### config.mk
export PLATFORM = sky130hd
export DESIGN_NAME = dbg_break_unit
export DESIGN_NICKNAME = d
export VERILOG_FILES = /design/src/rtl/dbu_pkg.sv /design/src/rtl/dbu_chan_cmp.sv /design/src/rtl/dbu_resume_pc.sv /design/src/rtl/dbg_break_unit.sv
export SDC_FILE = /design/constraint.sdc
export NUM_CORES = 1
export LEC_CHECK = 0
export BUFFER_PORTS_ARGS = -buffer_cell sky130_fd_sc_hd__buf_2
export CORE_MARGIN = 2
export CORE_UTILIZATION = 38
export DETAILED_ROUTE_END_ITERATION = 12
export SLEW_MARGIN = 0
export SYNTH_ARGS = -nofsm -noshare
export SYNTH_HDL_FRONTEND = slang
export SYNTH_SLANG_ARGS = --single-unit
### constraint.sdc
create_clock -name clk -period 4.2 [get_ports clk]
set_input_delay 0.21 -clock clk [delete_from_list [all_inputs] [get_ports clk]]
set_output_delay 0.21 -clock clk [all_outputs]
set_load 0.02 [all_outputs]
### src/rtl/dbu_pkg.sv
package dbu_pkg;
  typedef enum logic [1:0] {
    BRK_OFF  = 2'b00,
    BRK_PRE  = 2'b01,
    BRK_POST = 2'b10,
    BRK_OPND = 2'b11
  } brk_mode_e;
endpackage

### src/rtl/dbu_chan_cmp.sv
module dbu_chan_cmp
  import dbu_pkg::*;
#(
  parameter int AW = 32
) (
  input  logic          en,
  input  logic [1:0]    mode,
  input  logic [AW-1:0] addr,
  input  logic [AW-1:0] cm_pc,
  input  logic          cm_opacc,
  input  logic [AW-1:0] cm_opaddr,
  output logic          hit_pre,
  output logic          hit_post,
  output logic          hit_op
);
  logic ins_eq;
  logic opd_eq;

  always_comb begin
    ins_eq   = (cm_pc == addr);
    opd_eq   = cm_opacc && (cm_opaddr == addr);
    hit_pre  = en && (mode == BRK_PRE)  && ins_eq;
    hit_post = en && (mode == BRK_POST) && ins_eq;
    hit_op   = en && (mode == BRK_OPND) && opd_eq;
  end
endmodule

### src/rtl/dbu_resume_pc.sv
module dbu_resume_pc #(
  parameter int AW         = 32,
  parameter int INSN_BYTES = 2
) (
  input  logic          clk,
  input  logic          rst_n,
  input  logic          cm_valid,
  input  logic          cm_squash,
  input  logic [AW-1:0] cm_pc,
  input  logic          cm_dbranch,
  input  logic          cm_dslot,
  input  logic          cm_taken,
  input  logic [AW-1:0] cm_target,
  output logic [AW-1:0] resume_pc
);
  localparam logic [AW-1:0] STEP = AW'(INSN_BYTES);

  logic          taken_q, taken_d;
  logic [AW-1:0] tgt_q, tgt_d;
  logic          br_en;

  // Branch outcome is held until its delay slot commits.
  always_comb begin
    br_en   = cm_valid && !cm_squash && cm_dbranch;
    taken_d = taken_q;
    tgt_d   = tgt_q;
    if (br_en) begin
      taken_d = cm_taken;
      tgt_d   = cm_target;
    end
    if (cm_dslot && taken_q) resume_pc = tgt_q;
    else                     resume_pc = cm_pc + STEP;
  end

  always_ff @(posedge clk or negedge rst_n) begin
    if (!rst_n) begin
      taken_q <= 1'b0;
      tgt_q   <= '0;
    end else begin
      taken_q <= taken_d;
      tgt_q   <= tgt_d;
    end
  end
endmodule

### src/rtl/dbg_break_unit.sv
module dbg_break_unit #(
  parameter int AW         = 32,
  parameter int NCH        = 2,
  parameter int INSN_BYTES = 2
) (
  input  logic              clk,
  input  logic              rst_n,
  input  logic [NCH-1:0]    ch_en,
  input  logic [2*NCH-1:0]  ch_mode,
  input  logic [NCH*AW-1:0] ch_addr,
  input  logic              cm_valid,
  input  logic              cm_squash,
  input  logic [AW-1:0]     cm_pc,
  input  logic              cm_exc,
  input  logic              cm_dbranch,
  input  logic              cm_dslot,
  input  logic              cm_taken,
  input  logic [AW-1:0]     cm_target,
  input  logic              cm_opacc,
  input  logic [AW-1:0]     cm_opaddr,
  input  logic              cm_multi,
  input  logic              flag_we,
  input  logic [NCH-1:0]    flag_wdata,
  input  logic              brk_ack,
  output logic [NCH-1:0]    match_flags,
  output logic              brk_req,
  output logic [AW-1:0]     brk_pc,
  output logic              brk_suppress
);
  localparam logic [AW-1:0] STEP = AW'(INSN_BYTES);

  logic [NCH-1:0] hit_pre, hit_post, hit_op;
  logic [NCH-1:0] pre_v, post_v, multi_v, set_v;
  logic [NCH-1:0] flags_q, flags_d;
  logic           wait_q, wait_d;
  logic           defer_q, defer_d;
  logic           req_q, req_d;
  logic [AW-1:0]  pc_q, pc_d;
  logic [AW-1:0]  resume_pc;
  logic           gate, pre_any, done, post_any, req_now;

  for (genvar i = 0; i < NCH; i++) begin : g_ch
    dbu_chan_cmp #(.AW(AW)) u_cmp (
      .en       (ch_en[i]),
      .mode     (ch_mode[2*i +: 2]),
      .addr     (ch_addr[AW*i +: AW]),
      .cm_pc    (cm_pc),
      .cm_opacc (cm_opacc),
      .cm_opaddr(cm_opaddr),
      .hit_pre  (hit_pre[i]),
      .hit_post (hit_post[i]),
      .hit_op   (hit_op[i])
    );
  end

  dbu_resume_pc #(.AW(AW), .INSN_BYTES(INSN_BYTES)) u_resume (
    .clk       (clk),
    .rst_n     (rst_n),
    .cm_valid  (cm_valid),
    .cm_squash (cm_squash),
    .cm_pc     (cm_pc),
    .cm_dbranch(cm_dbranch),
    .cm_dslot  (cm_dslot),
    .cm_taken  (cm_taken),
    .cm_target (cm_target),
    .resume_pc (resume_pc)
  );

  // Next-state logic
  always_comb begin
    gate     = cm_valid && !cm_squash && !wait_q;
    pre_v    = hit_pre & {NCH{gate}};
    pre_any  = |pre_v;
    done     = gate && !cm_exc && !pre_any;
    post_v   = (hit_post | hit_op) & {NCH{done}};
    multi_v  = hit_op & {NCH{gate && cm_multi && !pre_any}};
    set_v    = pre_v | post_v | multi_v;
    post_any = |post_v;
    req_now  = pre_any || (post_any && !cm_dbranch) || (defer_q && done);

    defer_d = defer_q;
    if (gate) defer_d = post_any && cm_dbranch;

    flags_d = flags_q;
    if (flag_we) flags_d = flags_d & flag_wdata;
    flags_d = flags_d | set_v;

    wait_d = wait_q;
    if (req_now)     wait_d = 1'b1;
    else if (brk_ack) wait_d = 1'b0;

    req_d = req_now;
    pc_d  = pc_q;
    if (req_now) pc_d = pre_any ? cm_pc : resume_pc;
  end

  // Registers
  always_ff @(posedge clk or negedge rst_n) begin
    if (!rst_n) begin
      flags_q <= '0;
      wait_q  <= 1'b0;
      defer_q <= 1'b0;
      req_q   <= 1'b0;
      pc_q    <= '0;
    end else begin
      flags_q <= flags_d;
      wait_q  <= wait_d;
      defer_q <= defer_d;
      req_q   <= req_d;
      pc_q    <= pc_d;
    end
  end

  assign match_flags  = flags_q;
  assign brk_req      = req_q;
  assign brk_pc       = pc_q;
  assign brk_suppress = pre_any;

  // Checks
  assert_pre_capture_R1: assert property (@(posedge clk) disable iff (!rst_n)
    brk_suppress |=> (brk_req && brk_pc == $past(cm_pc)));

  assert_post_resume_R2: assert property (@(posedge clk) disable iff (!rst_n)
    (cm_valid && !cm_squash && !wait_q && !cm_exc && !cm_dslot && !cm_dbranch
     && !brk_suppress && (|(hit_post | hit_op)))
    |=> (brk_req && brk_pc == $past(cm_pc) + STEP));

  assert_masked_R8: assert property (@(posedge clk) disable iff (!rst_n)
    (wait_q && !brk_ack) |=> !brk_req);

  assert_single_pulse_R13: assert property (@(posedge clk) disable iff (!rst_n)
    brk_req |=> !brk_req);

  for (genvar i = 0; i < NCH; i++) begin : g_chk
    assert_sticky_R10: assert property (@(posedge clk) disable iff (!rst_n)
      $fell(match_flags[i]) |-> $past(flag_we && !flag_wdata[i]));
    assert_no_squash_flag_R6: assert property (@(posedge clk) disable iff (!rst_n)
      $rose(match_flags[i]) |-> $past(cm_valid && !cm_squash));
  end
endmodule

==> results.toml <==
[floorplan]
dieArea_mm2 = 0.01547
core_mm2 = 0.01404
initial_core_util_pct = 39.21
row_count = 43
die_y_um = 124.4
die_w_um = 124.4
ioPinCount = 216

[synthesis]
yosys_warnings = 0
syn-cell-area_mm2 = 0.005507
async_flop_share_pct = 100.0
ys_top_cells_by_count = "xnor2_1, dfrtp_1, xor2_1"
syn-mean-instance-area_um2 = 9.349
synth_nets = 770
synth_ff_type = "dfrtp_1"
ys_top_cells_by_area = "dfrtp_1, xnor2_1, xor2_1"
synth.top_cell.area_share_pct = 31.81
synth.most_common_cell = "xnor2_1"
netlist_instances = 589
yosysTopAreaCell = "dfrtp_1"
ys_seq_area_share_pct = 31.81
synth_edf_count = 0
ys_ff_latch = 70
synthDistinctLibCells = 44

[setup_path]
worstReg2RegEnd = "brk_pc[15]$_DFFE_PN0P_"
crit_chain = "or3b_2 > nor3_1 > nand3_1 > buf_4 > and2_1 > inv_1 > buf_2"
critical_path.top_delay_family = "simple AND/OR/NAND/NOR gates"
cp-end-kind = "primary output"
criticalPathCategory = "flop to primary output"
crit_fanout = 34
crit_path_top_delay_cell = "and2_1"
worstRegToRegCells = 8
ff2ff_setup_slack_ps = 1260
arrival_ps = 2870
cp-start-kind = "flop"
cp.required_ps = 3990
slowest_delay_ps = 530
rr_startpoint = "wait_q$_DFFE_PN0P_"
cp_num_buf_inv = 3

[power]
p_per_area_mw_per_mm2 = 337.4
vdd_drop_max_uv = 260.5
p_leak_uw = 0.003212

[hold_path]
min_path_cells = 2
whs_endpoint = "u_resume.tgt_q[27]$_DFFE_PN0P_"
min_from = "cm_target[27]"
hp-class = "input pin to flop"

[clock_network]
cts_tree = "done"
clkTransAtPathRegs_ps = 60
root_buffer = "clkbuf_16"
clockBufferDepth = 2
htree_levels = 3
clock_sinks = 70
cts_buffers = 9
cts_setup_buffers = 0
clk_latency_ps = 350

[grt]
grt_usage_pct = 27.08
grt_max_degree = 71
antenna_found_initial = 1
grt.busiest_layer = "met2"
grt-ovfl-total = 0
use_met2_pct = 42.08
grtUsageMet3_pct = 7.045
met1_usage_pct = 36.83
grt_pass1_wl_mm = 32.02
grt_pass1_vias = 5447

[detailed_routing]
via_per_inst = 5.645
routed_wirelength_mm = 21.12
drt_drc_violations_left = 0
wl_per_cell_um = 21.81
vias = 5464
first_pass_iters = 5
drtIter0Drc = 521
antenna_left = 0

[sta]
clock_skew_ps = 6.669
hold_slack_ps = 87.97
finalSetupViolCount = 0
period_needed_ps = 3079
finalSetupTns_ps = 0
relSlewSlack_pct = 27.38
grt_setup_unrepaired = "false"
hold_viol = 0
drv_slew = 0
fin_crit_sh_pct = 73.30
tightest_slew_ps = 1085
clock.fmax_mhz = 324.8

[finish]
drive_gt1_share_pct = 39.97
stdcell_count = 968
nets = 964
syn_to_final_growth_pct = 26.88
diodes = 0
nFillCells = 1387

[placement]
place_hpwl_mm = 17.17
dp.cells = 951
gp_congestion = 1.040
portBuffers = 215

[status]
status = "finished clean"

[job]
maxCapViolCount = 0
layout make-up:
cell class	instances	area, um2	share of cell area [%]
Inverter	14	52.55	0.7521
Clock buffer	9	225.2	3.223
Clock inverter	7	97.59	1.397
Tap cell	180	225.2	3.223
Multi-Input combinational cell	465	3483	49.86
Sequential cell	70	1752	25.07
Timing Repair Buffer	223	1151	16.48
worst reg2reg max path: cells and delay by family (launching register included):
kind | cells | cell delay [ps]
AND/OR/NAND/NOR | 4 | 1420
flip-flops | 1 | 400
buffers and inverters | 2 | 630
multiplexers | 1 | 200
AO/OA/AOI/OAI | 1 | 250
metal layers:
layer | routed length [um] | up-vias | share of wire, %
met5 | 13 | - | 0.062
met4 | 507 | 2 | 2.4
met3 | 2037 | 33 | 9.6
met2 | 9559 | 325 | 45
met1 | 8997 | 2583 | 43
li1 | - | 2521 | -
cells by family (layout without fill, tap and decap cells):
| kind of cell | after synthesis | count (layout) | synth area share, % |
|---|---|---|---|
| simple gates | 154 | 154 | 14.79 |
| xor+xnor | 129 | 129 | 20.52 |
| compound gates | 115 | 115 | 12.50 |
| flops | 70 | 70 | 31.81 |
| mux | 66 | 66 | 15.16 |
| buf+inv | 54 | 253 | 4.999 |
| fa+ha+maj | 1 | 1 | 0.2272 |
flip-flops by register name, summed over array words and instances, names as in the netlist:
name and cells:
brk_pc 32, brk_req 1, match_flags 2, defer_q 1
u_resume.tgt_q 32, wait_q 1, u_resume.taken_q 1
where the power goes:
group          internal [uW]  switching (uW)
registers                777            63.9
clock network            521             314
logic                    313             368
cell usage in the layout (no fill, tap or decap), types with 3 or more instances in the layout:
master	count
dfrtp_1	70
o21ai_0	26
nand2_1	48
nor4_1	16
nor3_2	3
nand2b_1	3
and4_1	3
xnor2_1	72
nand4_1	27
a31o_2	5
mux2_4	25
clkbuf_16	9
o31ai_1	3
o22ai_1	18
inv_1	14
nor3_1	5
a21oi_1	26
a31oi_1	27
mux2_2	38
and3_1	5
buf_2	215
xor2_1	57
buf_4	6
nand3_1	25
nor2_1	8
timing repair:
item / 4_1_cts / 5_1_grt
endpoints found under the hold margin: 33 / 0
gates resized for setup: 0 / 0
hold buffers: 1 / 0
worst max-delay path by stage:
stage                             from                      to  slack [ps]  depth (start not counted)
floorplan                  ch_addr[28]  brk_pc[10]$_DFFE_PN0P_        2000                          9
global placement              cm_pc[8]   brk_pc[5]$_DFFE_PN0P_        1310                          9
detailed placement            cm_pc[8]  brk_pc[15]$_DFFE_PN0P_        1270                         10
CTS                 wait_q$_DFFE_PN0P_            brk_suppress        1160                          7
global route        wait_q$_DFFE_PN0P_            brk_suppress        1010                          7
finish              wait_q$_DFFE_PN0P_            brk_suppress        1120                          7
metrics by stage:
stage	cell area [um2]	total power [uW]	setup slack, ps	utilization (%)
2_1_floorplan	5507	1227	2001	-
3_3_place_gp	6654	1521	1315	47.38
3_5_place_dp	6654	1526	1274	47.38
4_1_cts	6987	2370	1160	49.76
5_1_grt	6987	2462	1010	49.76
6_report	6987	2357	1121	49.76
No activity file was read; power rests on OpenSTA's default activity.
